`config.mk`:
```
export PLATFORM = sky130hd
export DESIGN_NAME = tri_fir
export DESIGN_NICKNAME = d
export VERILOG_FILES = /design/src/rtl/tri_fir_pkg.sv /design/src/rtl/tri_fir_s2p.sv /design/src/rtl/tri_fir_core.sv /design/src/rtl/tri_fir_p2s.sv /design/src/rtl/tri_fir.sv
export SDC_FILE = /design/constraint.sdc
export NUM_CORES = 2
export LEC_CHECK = 0
export ABC_CLOCK_PERIOD_IN_PS = 3600
export BUFFER_PORTS_ARGS = -buffer_cell sky130_fd_sc_hd__buf_2
export CORE_UTILIZATION = 65
export DETAILED_ROUTE_END_ITERATION = 6
export PLACE_DENSITY_LB_ADDON = 0.2
export SYNTH_ARGS = -nofsm -noshare
export SYNTH_HDL_FRONTEND = slang
export SYNTH_SLANG_ARGS = --single-unit
```
`constraint.sdc`:
```
create_clock -name clk -period 3.6 [get_ports clk]
set_input_delay 0.54 -clock clk [delete_from_list [all_inputs] [get_ports clk]]
set_output_delay 0.54 -clock clk [all_outputs]
set_load 0.005 [all_outputs]
```
`src/rtl/tri_fir_pkg.sv`:
```
package tri_fir_pkg;
  localparam int LANES = 3;
  typedef logic [1:0] phase_t;
  localparam phase_t PH_FIRST = 2'd0;
  localparam phase_t PH_LAST  = 2'd2;
endpackage

```
`src/rtl/tri_fir_s2p.sv`:
```
module tri_fir_s2p
  import tri_fir_pkg::*;
#(
  parameter int DW = 8
) (
  input  logic          clk,
  input  logic          rst_sn,
  input  logic          in_valid,
  input  logic [DW-1:0] in_data,
  output phase_t        phase,
  output logic          blk_go,
  output logic [DW-1:0] blk_x [LANES]
);
  phase_t phase_q, phase_d;

  always_comb begin
    phase_d = phase_q;
    if (in_valid) begin
      if (phase_q == PH_LAST) phase_d = PH_FIRST;
      else                    phase_d = phase_q + 2'd1;
    end
  end

  always_ff @(posedge clk or negedge rst_sn) begin
    if (!rst_sn) phase_q <= PH_FIRST;
    else         phase_q <= phase_d;
  end

  assign phase  = phase_q;
  assign blk_go = in_valid && (phase_q == PH_LAST);

  // staging registers for the earlier samples of a block; the last
  // sample is taken straight from the input on the completing cycle
  genvar i;
  generate
    for (i = 0; i < LANES - 1; i++) begin : g_stage
      logic [DW-1:0] stage_q;
      logic          stage_en;
      assign stage_en = in_valid && (phase_q == phase_t'(i));
      always_ff @(posedge clk) begin
        if (stage_en) stage_q <= in_data;
      end
      assign blk_x[i] = stage_q;
    end
  endgenerate

  assign blk_x[LANES-1] = in_data;
endmodule

```
`src/rtl/tri_fir_core.sv`:
```
module tri_fir_core
  import tri_fir_pkg::*;
#(
  parameter int DW = 8,
  parameter int CW = 8,
  parameter int OW = DW + CW + 2
) (
  input  logic                 clk,
  input  logic                 rst_sn,
  input  logic                 en,
  input  logic [DW-1:0]        x [LANES],
  input  logic [CW-1:0]        ca,
  input  logic [CW-1:0]        cb,
  input  logic [CW-1:0]        cc,
  output logic signed [OW-1:0] y_q [LANES],
  output logic                 res_stb,
  output logic [DW-1:0]        dly1,
  output logic [DW-1:0]        dly2
);
  localparam int PW  = DW + CW;
  localparam int EXT = OW - PW;

  logic [DW-1:0] d1_q, d2_q, d1_d, d2_d;
  logic          stb_q;
  logic signed [DW-1:0] win [LANES+2];

  // window: two carried samples, then the current block
  assign win[0] = $signed(d2_q);
  assign win[1] = $signed(d1_q);
  genvar j;
  generate
    for (j = 0; j < LANES; j++) begin : g_win
      assign win[j+2] = $signed(x[j]);
    end
  endgenerate

  generate
    for (j = 0; j < LANES; j++) begin : g_lane
      logic signed [PW-1:0] pa, pb, pc;
      logic signed [OW-1:0] sum;
      assign pa  = $signed(ca) * win[j+2];
      assign pb  = $signed(cb) * win[j+1];
      assign pc  = $signed(cc) * win[j];
      assign sum = {{EXT{pa[PW-1]}}, pa} + {{EXT{pb[PW-1]}}, pb}
                 + {{EXT{pc[PW-1]}}, pc};
      always_ff @(posedge clk) begin
        if (en) y_q[j] <= sum;
      end
    end
  endgenerate

  always_comb begin
    d1_d = d1_q;
    d2_d = d2_q;
    if (en) begin
      d1_d = x[LANES-1];
      d2_d = x[LANES-2];
    end
  end

  always_ff @(posedge clk or negedge rst_sn) begin
    if (!rst_sn) begin
      d1_q  <= '0;
      d2_q  <= '0;
      stb_q <= 1'b0;
    end else begin
      d1_q  <= d1_d;
      d2_q  <= d2_d;
      stb_q <= en;
    end
  end

  assign res_stb = stb_q;
  assign dly1    = d1_q;
  assign dly2    = d2_q;
endmodule

```
`src/rtl/tri_fir_p2s.sv`:
```
module tri_fir_p2s
  import tri_fir_pkg::*;
#(
  parameter int OW = 18
) (
  input  logic          clk,
  input  logic          rst_sn,
  input  logic          load,
  input  logic [OW-1:0] y [LANES],
  output logic          out_valid,
  output logic [OW-1:0] out_data
);
  localparam int CNTW = $clog2(LANES + 1);

  logic [OW-1:0]   held_q [LANES];
  logic [CNTW-1:0] rem_q, rem_d, idx_q, idx_d;

  always_ff @(posedge clk) begin
    if (load) held_q <= y;
  end

  always_comb begin
    rem_d = rem_q;
    idx_d = idx_q;
    if (load) begin
      rem_d = CNTW'(LANES);
      idx_d = '0;
    end else if (rem_q != '0) begin
      rem_d = rem_q - 1'b1;
      idx_d = idx_q + 1'b1;
    end
  end

  always_ff @(posedge clk or negedge rst_sn) begin
    if (!rst_sn) begin
      rem_q <= '0;
      idx_q <= '0;
    end else begin
      rem_q <= rem_d;
      idx_q <= idx_d;
    end
  end

  assign out_valid = (rem_q != '0);
  assign out_data  = held_q[idx_q];
endmodule

```
`src/rtl/tri_fir.sv`:
```
module tri_fir
  import tri_fir_pkg::*;
#(
  parameter int DW = 8,
  parameter int CW = 8,
  localparam int OW = DW + CW + 2
) (
  input  logic          clk,
  input  logic          rst_n,
  input  logic [CW-1:0] coef_a,
  input  logic [CW-1:0] coef_b,
  input  logic [CW-1:0] coef_c,
  input  logic          in_valid,
  input  logic [DW-1:0] in_data,
  output logic          out_valid,
  output logic [OW-1:0] out_data
);
  logic [1:0]           rs_q;
  logic                 rst_sn;
  phase_t               phase;
  logic                 blk_go, res_stb;
  logic [DW-1:0]        blk_x [LANES];
  logic signed [OW-1:0] lane_y [LANES];
  logic [OW-1:0]        lane_u [LANES];
  logic [DW-1:0]        dly1, dly2;

  // reset: asserts at once, releases after two clock edges
  always_ff @(posedge clk or negedge rst_n) begin
    if (!rst_n) rs_q <= 2'b00;
    else        rs_q <= {rs_q[0], 1'b1};
  end
  assign rst_sn = rs_q[1];

  tri_fir_s2p #(.DW(DW)) s2p_i (
    .clk(clk), .rst_sn(rst_sn), .in_valid(in_valid), .in_data(in_data),
    .phase(phase), .blk_go(blk_go), .blk_x(blk_x)
  );

  tri_fir_core #(.DW(DW), .CW(CW), .OW(OW)) core_i (
    .clk(clk), .rst_sn(rst_sn), .en(blk_go), .x(blk_x),
    .ca(coef_a), .cb(coef_b), .cc(coef_c),
    .y_q(lane_y), .res_stb(res_stb), .dly1(dly1), .dly2(dly2)
  );

  genvar g;
  generate
    for (g = 0; g < LANES; g++) begin : g_cast
      assign lane_u[g] = lane_y[g];
    end
  endgenerate

  tri_fir_p2s #(.OW(OW)) p2s_i (
    .clk(clk), .rst_sn(rst_sn), .load(res_stb), .y(lane_u),
    .out_valid(out_valid), .out_data(out_data)
  );
endmodule

```
==> results.ini <==
[worst_setup_path]
rr_endpoint = core_i.y_q[51]$_DFFE_PP_
cpPeakStageDelay_ns = 0.58
critPathSlowestCell = fa_1
crit_required_ns = 3.81
worstSetupPathType = flip-flop to flip-flop
timing.rr.start = s2p_i.g_stage[0].stage_q[4]$_DFFE_PP_
worst-path-max-fanout = 4
end_kind = flip-flop
crit_top_cell = fa_1
r2r_cells = 26
worstPathArrival_ns = 7.01
reg2reg_slack_ns = -3.20
crit_path_start_kind = flip-flop

[die]
io_pins = 54
die_h_microns = 220
die_w_microns = 220
start_util_pct = 66.2
core_sq_um = 46900
dieArea_sq_um = 48600
rows = 79

[timing]
setup-violations-final = 48
max-slew-margin-rel_pct = 14.8
fin_crit_ns = 6.80
worstMarginPinSlew_ns = 1.27
rsz0062_at_grt = true
finalHoldViolations = 0
maxSlewViolCount = 0
fmax_mhz = 147
finalClockSkew_ns = 0.0247
fin_ws_ns = -3.20
timing.final.crit_share_pct = 189

[yosys]
synthArstFlopShare_pct = 16.8
syn_avg_cell_area_sq_um = 9.68
postSynthCellCount = 3204
yosys_warnings = 0
synthFlopType = edfxtp_1
syn_nets = 4134
synth.ff_latch_count = 149
synth-edff-count = 124
ys_seq_area_share_pct = 14.0
synthDistinctLibCells = 73
netlist_area_sq_um = 31000

[routing]
wirelength_mm = 91.9
drc = 8
dr.pass1.iters = 7
drt_iter0_markers = 1978
route.vias.total = 25200
wire_per_inst_microns = 20.9
via_per_inst = 5.73
final_antenna_net_count = 0

[cells_and_area]
final_cells = 4399
nNetsFinal = 4709
drive_above_1_share_pct = 29.1
fill_cells = 2474
mostFrequentLayoutCell = inv_1
diodes = 0
final_cell_mix = inv_1 (688), fa_1 (571), buf_4 (504)
syn2layout_area_growth_pct = 27.6

[clocking]
cts-buffers-inserted = 17
clk_latency_ns = 0.48
clk_pin_slew_worst_paths_ns = 0.08
h-tree-depth = 4
clock_path_buffers = 2
cts_tree = yes
cts.sinks = 149
cts-root-buf = clkbuf_16

[global_routing]
grt_max_degree = 70
grt.total_usage_pct = 38.2
grt_first_pass_wirelength_mm = 140
grt_pass1_vias = 27300
overflow = 0
antenna_found_initial = 4

[place]
dpl.hpwl_mm = 69.0
port_buffers = 53
gp_congestion = 0.978
dp_cells = 4289

[status]
status = finished, violations left
violations = design-rule violations, negative setup slack

[flow_run]
max_cap_viol_count = 0

[hold_path]
hold_class = flip-flop to async pin

## critical path, delay by kind of cell (launching register included)
family	cells	cell delay, ns
xor gates and xnor gates	1	0.15
and+or+nand+nor	6	0.87
adders and majority gates	8	3.60
buffers and inverters	4	0.28
DFF	1	0.38
AOI/OAI and AO/OA	7	1.22
## through the flow
step           setup WS (ns)  setup TNS, ns  instance area (sq um)  hold WS [ns]  utilization [%]
2_1_floorplan          -2.84         -89.06                  32000         0.244                -
3_5_place_dp           -3.45        -125.53                  36600         0.295             78.0
3_3_place_gp           -3.34        -120.92                  36600         0.271             78.0
5_1_grt                -3.48        -121.56                  39600         0.332             84.5
4_1_cts                -3.08        -107.09                  38700         0.291             82.6
6_report               -3.20        -112.47                  39600         0.299             84.5
## sequential cells by signal, summed over array words and instances, names as in the netlist
| name | count |
|---|---|
| s2p_i.phase | 2 |
| core_i.dly1 | 8 |
| rs_q | 2 |
| core_i.dly2 | 8 |
| p2s_i.held_q | 54 |
| p2s_i.idx_q | 2 |
| s2p_i.g_stage.stage_q | 16 |
| p2s_i.rem_q | 2 |
| core_i.y_q | 54 |
| core_i.res_stb | 1 |
## worst max path at each step
stage | from | to | slack [ns] | cells past startpoint
final | s2p_i.g_stage[0].stage_q[4]$_DFFE_PP_ | core_i.y_q[51]$_DFFE_PP_ | -3.20 | 26
after global routing | s2p_i.g_stage[0].stage_q[2]$_DFFE_PP_ | core_i.y_q[33]$_DFFE_PP_ | -3.48 | 29
after CTS | s2p_i.g_stage[0].stage_q[1]$_DFFE_PP_ | core_i.y_q[52]$_DFFE_PP_ | -3.08 | 26
after detailed placement | coef_a[4] | core_i.y_q[51]$_DFFE_PP_ | -3.45 | 24
after global placement | coef_b[7] | core_i.y_q[16]$_DFFE_PP_ | -3.34 | 22
after floorplan | coef_a[5] | core_i.y_q[52]$_DFFE_PP_ | -2.84 | 26
## what timing repair did
action | in CTS | in global routing
setup buffers | 63 | 37
setup endpoints to repair | 48 | 48
resized for setup | 252 | 151
hold buffers | 1 | 0
hold endpoints to repair | 2 | 0
pin swaps | 119 | 98
## cells by family after synthesis
logic type	Yosys count	synth area share (%)
XOR/XNOR	150	4.24
flip-flops	149	14.0
adder cells (fa/ha/maj)	895	50.6
other	1	0.0121
buffers and inverters	852	10.3
AO/OA/AOI/OAI	281	5.97
AND/OR/NAND/NOR	854	14.2
multiplexers	22	0.714
## routing by layer
layer / track usage (%) / routed length, microns / vias to the layer above
met5: 0 / 44 / -
met4: 22.4 / 6390 / 6
met3: 7.00 / 7500 / 452
met2: 64.8 / 45200 / 1266
met1: 45.4 / 32700 / 12600
li1: - / - / 10900
## cell usage after synthesis, types with 16 or more instances
library cell  count  share of area, %
o21a_1           27              0.65
nor3_1           19              0.31
clkbuf_1         91               1.1
edfxtp_1        124                12
nor2b_1          26              0.52
dfrtp_1          25               2.0
nand2b_1         38              0.77
nor2_1          108               1.3
a21oi_1          82               1.3
o21ai_0          52              0.84
xor2_1           21              0.59
fa_1            597                39
nand3_1          16              0.26
inv_1           753               9.1
nand2_1         267               3.2
a21o_1           30              0.73
xnor2_1         129               3.6
mux2i_1          21              0.68
ha_1            298                12
and2_1          331               6.7
## cell type report
| class | count | area (sq um) | share of cell area (%) |
|---|---|---|---|
| clock inverter | 14 | 124 | 0.313 |
| timing repair buffer | 653 | 5280 | 13.3 |
| tap | 607 | 759 | 1.92 |
| sequential | 149 | 4350 | 11.0 |
| clock buffer | 18 | 429 | 1.08 |
| multi-input combinational | 2203 | 25800 | 65.2 |
| inverter | 755 | 2840 | 7.18 |
Power is left out: the tool's default activity adds up to more than one toggle a clock period on the data nets, which glitch-free logic cannot reach.
